File: src/rtl/ring_pkg.sv
// Shared constants and types for the descriptor ring master.
// Assumes 32-bit register and store words, four words per descriptor.
package ring_pkg;
    localparam int REG_CTRL = 0;
    localparam int REG_STAT = 1;
    localparam int REG_SIZE = 2;

    localparam int CT_START = 0;   // control: start bit
    localparam int CT_EIE   = 4;   // control: error interrupt enable
    localparam int PTR_LSB  = 16;  // control/status: pointer field
    localparam int ST_BUSY  = 0;   // status: busy
    localparam int ST_ERR   = 4;   // status: error flag
    localparam int ST_DONE  = 5;   // status: completion flag

    localparam int DC_IRQ   = 6;   // descriptor control: interrupt on completion
    localparam int DC_HALT  = 7;   // descriptor control: stop on error
    localparam int DS_OK    = 0;   // descriptor status: success

    localparam int WORDS_PER_DESC = 4;

    typedef enum logic [2:0] {
        W_IDLE, W_FETCH, W_REQ, W_WB, W_ADV
    } walk_t;

    typedef struct packed {
        logic [7:0] ctl;
        logic [7:0] rlen;
        logic [7:0] wlen;
        logic [7:0] tgt;
    } dhead_t;
endpackage

File: src/rtl/desc_store.sv
// Local descriptor store: word-wide software port plus a walker port that
// reads a whole descriptor at once and rewrites its result word.
// Assumes software does not write an entry the walker is currently serving.
module desc_store #(
    parameter int ENTRIES = 8,
    parameter int DW      = 32,
    localparam int WORDS  = ENTRIES * ring_pkg::WORDS_PER_DESC,
    localparam int AW     = $clog2(WORDS),
    localparam int IW     = (ENTRIES > 1) ? $clog2(ENTRIES) : 1
) (
    input  logic              clk,
    input  logic              sw_we,
    input  logic [AW-1:0]     sw_addr,
    input  logic [DW-1:0]     sw_wdata,
    output logic [DW-1:0]     sw_rdata,
    input  logic [IW-1:0]     hw_idx,
    input  logic              hw_we,
    input  logic [DW-1:0]     hw_wdata,
    output logic [4*DW-1:0]   hw_rd
);
    logic [DW-1:0] mem [WORDS];

    // Store writes; the walker's result write lands last.
    always_ff @(posedge clk) begin
        if (sw_we) mem[sw_addr] <= sw_wdata;
        if (hw_we) mem[{hw_idx, 2'b01}] <= hw_wdata;
    end

    assign sw_rdata = mem[sw_addr];

    // Present all four words of the selected descriptor.
    for (genvar k = 0; k < ring_pkg::WORDS_PER_DESC; k++) begin : g_word
        assign hw_rd[k*DW +: DW] = mem[{hw_idx, 2'(k)}];
    end
endmodule

File: src/rtl/ring_regs.sv
// Register file: control (start, error enable, head), write-one-to-clear
// status flags, ring size. Walker pulses take priority over software writes.
module ring_regs #(
    parameter int PW = 8
) (
    input  logic          clk,
    input  logic          rst_n,
    input  logic          wr,
    input  logic [1:0]    addr,
    input  logic [31:0]   wdata,
    output logic [31:0]   rdata,
    output logic          start,
    output logic          eie,
    output logic [PW-1:0] head,
    output logic [PW-1:0] size,
    output logic          flag_done,
    output logic          flag_err,
    input  logic [PW-1:0] tail,
    input  logic          busy,
    input  logic          set_done,
    input  logic          set_err,
    input  logic          clr_start,
    output logic          irq
);
    import ring_pkg::*;

    logic unused_wbits;
    assign unused_wbits = ^{wdata[31:PTR_LSB+PW], wdata[PTR_LSB-1:6], wdata[3:1]};

    // Control register: software write, then walker halt clears start.
    always_ff @(posedge clk) begin
        if (!rst_n) begin
            start <= 1'b0;
            eie   <= 1'b0;
            head  <= '0;
        end else begin
            if (wr && addr == 2'(REG_CTRL)) begin
                start <= wdata[CT_START];
                eie   <= wdata[CT_EIE];
                head  <= wdata[PTR_LSB +: PW];
            end
            if (clr_start) start <= 1'b0;
        end
    end

    // Size register.
    always_ff @(posedge clk) begin
        if (!rst_n)                           size <= '0;
        else if (wr && addr == 2'(REG_SIZE))  size <= wdata[PW-1:0];
    end

    // Status flags: write one clears, a set in the same cycle wins.
    always_ff @(posedge clk) begin
        if (!rst_n) begin
            flag_done <= 1'b0;
            flag_err  <= 1'b0;
        end else begin
            if (wr && addr == 2'(REG_STAT)) begin
                if (wdata[ST_DONE]) flag_done <= 1'b0;
                if (wdata[ST_ERR])  flag_err  <= 1'b0;
            end
            if (set_done) flag_done <= 1'b1;
            if (set_err)  flag_err  <= 1'b1;
        end
    end

    // Read mux.
    always_comb begin
        rdata = '0;
        case (addr)
            2'(REG_CTRL): begin
                rdata[CT_START]         = start;
                rdata[CT_EIE]           = eie;
                rdata[PTR_LSB +: PW]    = head;
            end
            2'(REG_STAT): begin
                rdata[ST_BUSY]          = busy;
                rdata[ST_ERR]           = flag_err;
                rdata[ST_DONE]          = flag_done;
                rdata[PTR_LSB +: PW]    = tail;
            end
            2'(REG_SIZE): rdata[PW-1:0] = size;
            default:      rdata         = '0;
        endcase
    end

    assign irq = flag_done | flag_err;
endmodule

File: src/rtl/ring_walker.sv
// Ring walker: fetches the descriptor at the tail, runs the engine handshake,
// writes the result word back, then advances the tail modulo size+1.
// Assumes size+1 does not exceed the store's entry count.
module ring_walker #(
    parameter int ENTRIES = 8,
    parameter int PW      = 8,
    localparam int IW     = (ENTRIES > 1) ? $clog2(ENTRIES) : 1
) (
    input  logic          clk,
    input  logic          rst_n,
    input  logic          start,
    input  logic          eie,
    input  logic [PW-1:0] head,
    input  logic [PW-1:0] size,
    output logic [PW-1:0] tail,
    output logic          busy,
    output logic          set_done,
    output logic          set_err,
    output logic          clr_start,
    output logic [IW-1:0] mem_idx,
    input  logic [127:0]  mem_rd,
    output logic          mem_we,
    output logic [31:0]   mem_wdata,
    output logic          eng_req,
    output logic [7:0]    eng_tgt,
    output logic [7:0]    eng_wlen,
    output logic [7:0]    eng_rlen,
    output logic [7:0]    eng_ctl,
    output logic [63:0]   eng_dptr,
    input  logic          eng_done,
    input  logic [7:0]    eng_sts,
    input  logic [7:0]    eng_rxcnt,
    input  logic [7:0]    eng_txcnt
);
    import ring_pkg::*;

    walk_t          state;
    dhead_t         cur;
    logic [7:0]     retry_q, sts_q, rx_q, tx_q;
    logic [63:0]    dptr_q;
    logic [PW-1:0]  next_tail;
    logic           halt;
    logic           unused_rd;

    assign unused_rd = ^{mem_rd[39:32], mem_rd[63:48]};

    assign next_tail = (tail == size) ? '0 : tail + 1'b1;
    assign halt      = cur.ctl[DC_HALT] && !sts_q[DS_OK];
    assign mem_idx   = tail[IW-1:0];

    // Sequencer and captured descriptor state.
    always_ff @(posedge clk) begin
        if (!rst_n) begin
            state   <= W_IDLE;
            tail    <= '0;
            cur     <= '0;
            retry_q <= '0;
            sts_q   <= '0;
            rx_q    <= '0;
            tx_q    <= '0;
            dptr_q  <= '0;
        end else begin
            case (state)
                W_IDLE: if (start && tail != head) state <= W_FETCH;
                W_FETCH: begin
                    cur     <= mem_rd[31:0];
                    retry_q <= mem_rd[47:40];
                    dptr_q  <= mem_rd[127:64];
                    state   <= W_REQ;
                end
                W_REQ: if (eng_done) begin
                    sts_q <= eng_sts;
                    rx_q  <= eng_rxcnt;
                    tx_q  <= eng_txcnt;
                    state <= W_WB;
                end
                W_WB: state <= W_ADV;
                W_ADV: begin
                    tail <= next_tail;
                    if (!halt && start && next_tail != head) state <= W_FETCH;
                    else                                     state <= W_IDLE;
                end
                default: state <= W_IDLE;
            endcase
        end
    end

    // Handshake, write-back and flag pulses decoded from the state.
    always_comb begin
        busy      = (state != W_IDLE);
        eng_req   = (state == W_REQ);
        mem_we    = (state == W_WB);
        mem_wdata = {tx_q, rx_q, retry_q, sts_q};
        set_done  = (state == W_ADV) && cur.ctl[DC_IRQ] && !halt;
        set_err   = (state == W_ADV) && halt && eie;
        clr_start = (state == W_ADV) && halt;
    end

    assign eng_tgt  = cur.tgt;
    assign eng_wlen = cur.wlen;
    assign eng_rlen = cur.rlen;
    assign eng_ctl  = cur.ctl;
    assign eng_dptr = dptr_q;
endmodule

File: src/rtl/desc_ring_ctrl.sv
// Top of the descriptor ring master: register file, descriptor store and
// ring walker. The transaction engine is external, on the eng_* handshake.
module desc_ring_ctrl #(
    parameter int ENTRIES = 8,
    localparam int PW     = 8,
    localparam int MEM_AW = $clog2(ENTRIES * ring_pkg::WORDS_PER_DESC),
    localparam int IW     = (ENTRIES > 1) ? $clog2(ENTRIES) : 1
) (
    input  logic              clk,
    input  logic              rst_n,
    input  logic              reg_wr,
    input  logic [1:0]        reg_addr,
    input  logic [31:0]       reg_wdata,
    output logic [31:0]       reg_rdata,
    input  logic              mem_wr,
    input  logic [MEM_AW-1:0] mem_addr,
    input  logic [31:0]       mem_wdata,
    output logic [31:0]       mem_rdata,
    output logic              eng_req,
    output logic [7:0]        eng_tgt,
    output logic [7:0]        eng_wlen,
    output logic [7:0]        eng_rlen,
    output logic [7:0]        eng_ctl,
    output logic [63:0]       eng_dptr,
    input  logic              eng_done,
    input  logic [7:0]        eng_sts,
    input  logic [7:0]        eng_rxcnt,
    input  logic [7:0]        eng_txcnt,
    output logic              irq
);
    logic          start_w, eie_w, busy_w;
    logic          flag_done_w, flag_err_w;
    logic          set_done_w, set_err_w, clr_start_w;
    logic [PW-1:0] head_w, size_w, tail_w;
    logic [IW-1:0] idx_w;
    logic [127:0]  desc_w;
    logic          mem_we_w;
    logic [31:0]   wb_w;

    ring_regs #(.PW(PW)) u_regs (
        .clk(clk), .rst_n(rst_n), .wr(reg_wr), .addr(reg_addr),
        .wdata(reg_wdata), .rdata(reg_rdata),
        .start(start_w), .eie(eie_w), .head(head_w), .size(size_w),
        .flag_done(flag_done_w), .flag_err(flag_err_w),
        .tail(tail_w), .busy(busy_w),
        .set_done(set_done_w), .set_err(set_err_w), .clr_start(clr_start_w),
        .irq(irq)
    );

    desc_store #(.ENTRIES(ENTRIES), .DW(32)) u_store (
        .clk(clk), .sw_we(mem_wr), .sw_addr(mem_addr),
        .sw_wdata(mem_wdata), .sw_rdata(mem_rdata),
        .hw_idx(idx_w), .hw_we(mem_we_w), .hw_wdata(wb_w), .hw_rd(desc_w)
    );

    ring_walker #(.ENTRIES(ENTRIES), .PW(PW)) u_walk (
        .clk(clk), .rst_n(rst_n), .start(start_w), .eie(eie_w),
        .head(head_w), .size(size_w), .tail(tail_w), .busy(busy_w),
        .set_done(set_done_w), .set_err(set_err_w), .clr_start(clr_start_w),
        .mem_idx(idx_w), .mem_rd(desc_w), .mem_we(mem_we_w), .mem_wdata(wb_w),
        .eng_req(eng_req), .eng_tgt(eng_tgt), .eng_wlen(eng_wlen),
        .eng_rlen(eng_rlen), .eng_ctl(eng_ctl), .eng_dptr(eng_dptr),
        .eng_done(eng_done), .eng_sts(eng_sts),
        .eng_rxcnt(eng_rxcnt), .eng_txcnt(eng_txcnt)
    );
endmodule

File: config.mk
export PLATFORM = sky130hd
export DESIGN_NAME = desc_ring_ctrl
export DESIGN_NICKNAME = d
export VERILOG_FILES = /design/src/rtl/ring_pkg.sv /design/src/rtl/desc_store.sv /design/src/rtl/ring_regs.sv /design/src/rtl/ring_walker.sv /design/src/rtl/desc_ring_ctrl.sv
export SDC_FILE = /design/constraint.sdc
export NUM_CORES = 2
export LEC_CHECK = 0
export BUFFER_PORTS_ARGS = -buffer_cell sky130_fd_sc_hd__clkbuf_2
export CORE_MARGIN = 10
export CORE_UTILIZATION = 40
export DETAILED_ROUTE_END_ITERATION = 10
export MAX_ROUTING_LAYER = met4
export SETUP_SLACK_MARGIN = 0.02
export SLEW_MARGIN = 20
export SYNTH_ARGS = -nofsm -noshare
export SYNTH_HDL_FRONTEND = slang
export SYNTH_SLANG_ARGS = --single-unit
File: constraint.sdc
create_clock -name clk -period 6.7 [get_ports clk]
set_input_delay 0.335 -clock clk [delete_from_list [all_inputs] [get_ports clk]]
set_output_delay 0.335 -clock clk [all_outputs]
set_load 0.1 [all_outputs]
# Word level (Yosys, flattened, before mapping)
# Memory sizes are Yosys's and may differ from the RTL's. A register that Yosys moved wholly into a read port is not among the register bits.
# Index checks and enable logic that the tools add are counted.
# word_totals
ram_bits	1024
ff_bits	55
out_inout_bits	162
n_memories	1
# memory_table
memory	words	width	read_ports	rd_clocked_by_memory_dff	write_ports	line	text
u_store.mem	32	32	5	4	2	desc_store.sv:21	logic [DW-1:0] mem [WORDS];
# op_classes
n_addsub	1
n_eq_ne	11
reduce_logical	29
bitwise	2
n_mux	21
# ops
op	n
inequality test 8 bit	2
case mux 8 bit (2 select lines)	1
case mux 3 bit (5 select lines)	1
logical AND 1 bit	11
two-way mux 1 bit	11
two-way mux 3 bit	3
adder 8 x 1 -> 8 bit (second input constant)	1
== test 8 bit	1
two-way mux 8 bit	1
AND reduction 2 bit	4
nonzero test 2 bit	4
== test 3 x 2 -> 1 bit (second input constant)	2
logical NOT 1 bit	6
case mux 1 bit (3 select lines)	2
inequality test 2 x 1 -> 1 bit (second input constant)	2
== test 3 x 1 -> 1 bit (second input constant)	1
== test 3 bit (second input constant)	1
logical NOT 3 bit	1
nonzero test 3 bit	1
== test 2 x 1 -> 1 bit (second input constant)	1
== test 2 bit (second input constant)	1
logical NOT 2 bit	1
two-way mux 2 bit	1
case mux 1 bit (2 select lines)	1
3 further kinds	3

# Depth between registers and ports, before layout
# logic_depth
word_depth	7
mapped_depth	9
ltp_nobuf	7

# By module
# From an unflattened synthesis, not the netlist that was laid out.
# hier_totals
hier_cells	3673
hier_area_um2	57173.6
# by_module_without_submodules
module	cells_each	instances	area_per_inst_um2	seq_area_each_um2
desc_store	2826	1	49992.9	30749.5
ring_walker	712	1	5965.7	2782.7
ring_regs	135	1	1214.9	400.4

# Worst setup path before layout
# No wires, ideal clock.
# synth_timing
path_kind	input port to flip-flop
from	in mem_addr[1]
to	mem u_store.mem[17][0] (enable)
setup_time_ns	0.466
path_stages	5
n_path_buf	3
arrival_ns	3.466
setup_slack_ns	2.768
cell_sequence	buf_2 buf_2 buf_1 nand3b_1 o21ai_0
# synth_rtl
item	line	text
start: declaration	desc_ring_ctrl.sv:16	input logic [MEM_AW-1:0] mem_addr,
end: declaration	desc_store.sv:21	

==> flow_summary.json <==
{
  "die_y_um": 390.5,
  "largest_register_ffs": 1024,
  "antenna_found_initial": 11,
  "grt_pass1_wl_um": 251600,
  "muxShareOfSynthArea": 0.2679,
  "cts_max_path_buffers": 3,
  "synth_cell_type_count": 63,
  "regMostFlops": "u_store.mem",
  "grt_overflow_total": 0,
  "clkLatencyLatePin_ns": 0.77,
  "start_util": 0.4037,
  "layout.nets": 3338,
  "tns_ns": 0,
  "area_growth_pct": 14.09,
  "final_max_slew_viol_count": 0,
  "finalCritPeriodShare": 0.6212,
  "synth.area.top_cells": "edfxtp_1, mux4_2, dfxtp_1, mux2_2, mux2_4",
  "holdPathEnd": "u_regs.flag_done$_SDFFE_PN0P_",
  "synth-simple-area-share": 0.03134,
  "final_hold_viol_count": 0,
  "synth_compound_area_frac": 0.04878,
  "startpoint_type": "flop",
  "synthAdderAreaFrac": 0.001140,
  "synth_top_family_by_area": "multiplexers",
  "grt_pass1_vias": 32674,
  "portBuffers": 229,
  "setup_viol": 0,
  "leakage_nw": 21.06,
  "drt-initial-drc-count": 4144,
  "cts.sinks": 1183,
  "yosys_warnings": 0,
  "power.switching_mw": 3.912,
  "ys_ff_latch": 1183,
  "worst_r2r_endpoint": "u_store.mem[17][10]$_DFFE_PP_",
  "syn_area_um2": 54890,
  "synth_cells": 2991,
  "synth_edf_count": 1024,
  "p_seq_frac": 0.491,
  "drc": 0,
  "r2r_start": "u_walk.tail[2]$_SDFFE_PN0N_",
  "cts_buffers": 133,
  "rr_worst_depth": 4,
  "clkPwrFrac": 0.437,
  "arrival_ns": 4.55,
  "firstDrtPassIters": 6,
  "postSynth.asyncResetShare": 0,
  "required_ns": 7.08,
  "dieArea_um2": 152500,
  "ys_seq_area_frac": 0.6181,
  "syn_avg_cell_area_um2": 18.35,
  "cap_violations": 0,
  "grt_max_degree": 118,
  "cts-root-buf": "clkbuf_16",
  "comb_power_share": 0.072,
  "path_max_fanout": 37,
  "drive_above_1_share": 0.3820,
  "hp-start": "reg_wr",
  "cp-end-kind": "flop",
  "worstSetupPathType": "reg -> reg",
  "wl_um": 178800,
  "worst_pin_slew_ns": 1.253,
  "yosysTopAreaCell": "edfxtp_1",
  "r2r_slack_ns": 2.54,
  "p_int_mw": 12.66,
  "vdd_ir_drop_max_mv": 0.1528,
  "htree_levels": 4,
  "outcome": "finished clean",
  "min_period_ns": 4.162,
  "dr_total_vias": 32254,
  "io_pins": 262,
  "globalRouteTotalUtil": 0.2371,
  "wl_per_cell_um": 34.84,
  "hp-class": "in -> reg",
  "path_clk_slew_ns": 0.06,
  "slew_headroom": 0.1624,
  "core_area_um2": 136000,
  "rsz0062_at_grt": "false",
  "cts_resized": 0,
  "synth_top_area_frac": 0.5602,
  "ant_nets": 0,
  "placementRows": 135,
  "total_power_mw": 16.57,
  "min_delay_path_depth": 4,
  "power.density_nw_per_um2": 264.6,
  "synth-xor-area-share": 0.004285,
  "vias_per_cell": 6.282,
  "fmax_ghz": 0.2403,
  "place_congestion": 0.8362,
  "cts_tree": "done",
  "synth_ff_type": "edfxtp_1",
  "skew_ns": 0.01996,
  "chipWidth_um": 390.5,
  "dp_hpwl_um": 104100,
  "sw_frac_of_total": 0.2360
}
-- routing by layer --
layer	vias to the layer above	global-route usage	wire length (µm)
met3	327	0.06351	18430
met1	17096	0.3078	70600
met5	-	-	0
li1	12948	-	-
met4	0	0.08574	6335
met2	1883	0.3579	83490
-- power by group through the flow --
| stage | Sequential, mW | Combinational [mW] | Clock, mW |
|---|---|---|---|
| after floorplan | 8.36 | 0.741 | 0 |
| after global placement | 8.29 | 1.16 | 0 |
| after detailed placement | 8.29 | 1.17 | 0 |
| after CTS | 8.14 | 1.19 | 7.32 |
| after global routing | 8.14 | 1.25 | 7.63 |
| final | 8.14 | 1.19 | 7.24 |
-- metrics by stage --
stage / utilization / instance area [µm²] / hold slack (ns) / setup WS (ns) / std cells
after floorplan: - / 54950 / 0.4339 / 2.768 / 3006
after global placement: 0.4249 / 57780 / 0.4796 / 2.646 / 4829
after detailed placement: 0.4253 / 57830 / 0.4847 / 2.647 / 4831
after CTS: 0.4602 / 62580 / 0.03354 / 2.634 / 5123
after global routing: 0.4606 / 62630 / 0.07333 / 2.582 / 5133
final: 0.4606 / 62630 / 0.09931 / 2.538 / 5134
-- cells by family (layout without fill, tap and decap cells) --
kind of cell | Yosys count | in the layout
compound gates | 326 | 326
fa+ha+maj | 5 | 5
mux | 825 | 825
buf+inv | 265 | 602
flops | 1183 | 1183
xor+xnor | 26 | 26
simple gates | 360 | 360
other cells | 1 | 26
-- area by class of cell --
class	count	area, µm²
well taps	1781	2228
flip-flops and latches	1183	33940
clock buffers	186	3719
inverters	6	22.52
clock inverters	59	556.8
fillers	11463	73340
multi-input cells	1558	19810
diodes	10	25.02
repair buffers	351	2328
-- Yosys cell counts (all sizes together), types with 5 or more instances --
master,n
xor2,8
buf,175
nor3b,7
ha,5
a22oi,136
xnor2,18
a21boi,43
nor2b,11
and3,6
mux2i,107
nand4,36
nor2,41
nor3,5
mux2,254
dfxtp,159
o21ai,15
edfxtp,1024
clkbuf,84
nand2,199
mux4,464
nand3,18
inv,6
and2,11
nand3b,7
a22o,8
o211a,104
-- layout by cell type, fill, tap and decap left out, types with 8 or more instances in the layout --
cell and n:
a21boi_0 42, a22o_1 8, a22oi_1 136, and2_1 9, buf_4 67, bufinv_16 8
clkbuf_1 40, clkbuf_16 140, clkbuf_2 228, clkinv_1 17, clkinv_2 19, conb_1 16
dfxtp_1 156, diode_2 10, dlygate4sd3_1 47, edfxtp_1 1024, mux2_2 167, mux2_4 87
mux2i_1 107, mux4_2 464, nand2_1 196, nand3_1 17, nand4_1 34, nor2_1 14
nor2_4 25, nor2b_1 10, o211a_1 104, o21ai_0 11, xnor2_1 17, xor2_1 8
-- how the worst max path moves through the flow --
stage	end	from	slack, ns
2_1_floorplan	u_store.mem[17][0]$_DFFE_PP_	mem_addr[1]	2.77
3_3_place_gp	u_store.mem[17][17]$_DFFE_PP_	u_walk.tail[2]$_SDFFE_PN0N_	2.65
3_5_place_dp	u_store.mem[17][17]$_DFFE_PP_	u_walk.tail[2]$_SDFFE_PN0N_	2.65
4_1_cts	u_store.mem[17][5]$_DFFE_PP_	u_walk.tail[2]$_SDFFE_PN0N_	2.63
5_1_grt	u_store.mem[17][10]$_DFFE_PP_	u_walk.tail[2]$_SDFFE_PN0N_	2.58
6_report	u_store.mem[17][10]$_DFFE_PP_	u_walk.tail[2]$_SDFFE_PN0N_	2.54
-- worst max-delay path, cell delays in order (launching register included) --
cell and delay (ns):
dfxtp_4 0.75, buf_4 0.63, nand3b_4 0.95, o21ai_4 0.58, buf_4 0.69
-- timing repair --
action	CTS	global route
buffers inserted	0	0
endpoints found under the hold margin	43	0
setup endpoints to repair	0	0
hold buffers	47	0
Note: power is estimated with default switching activity, not from simulation.
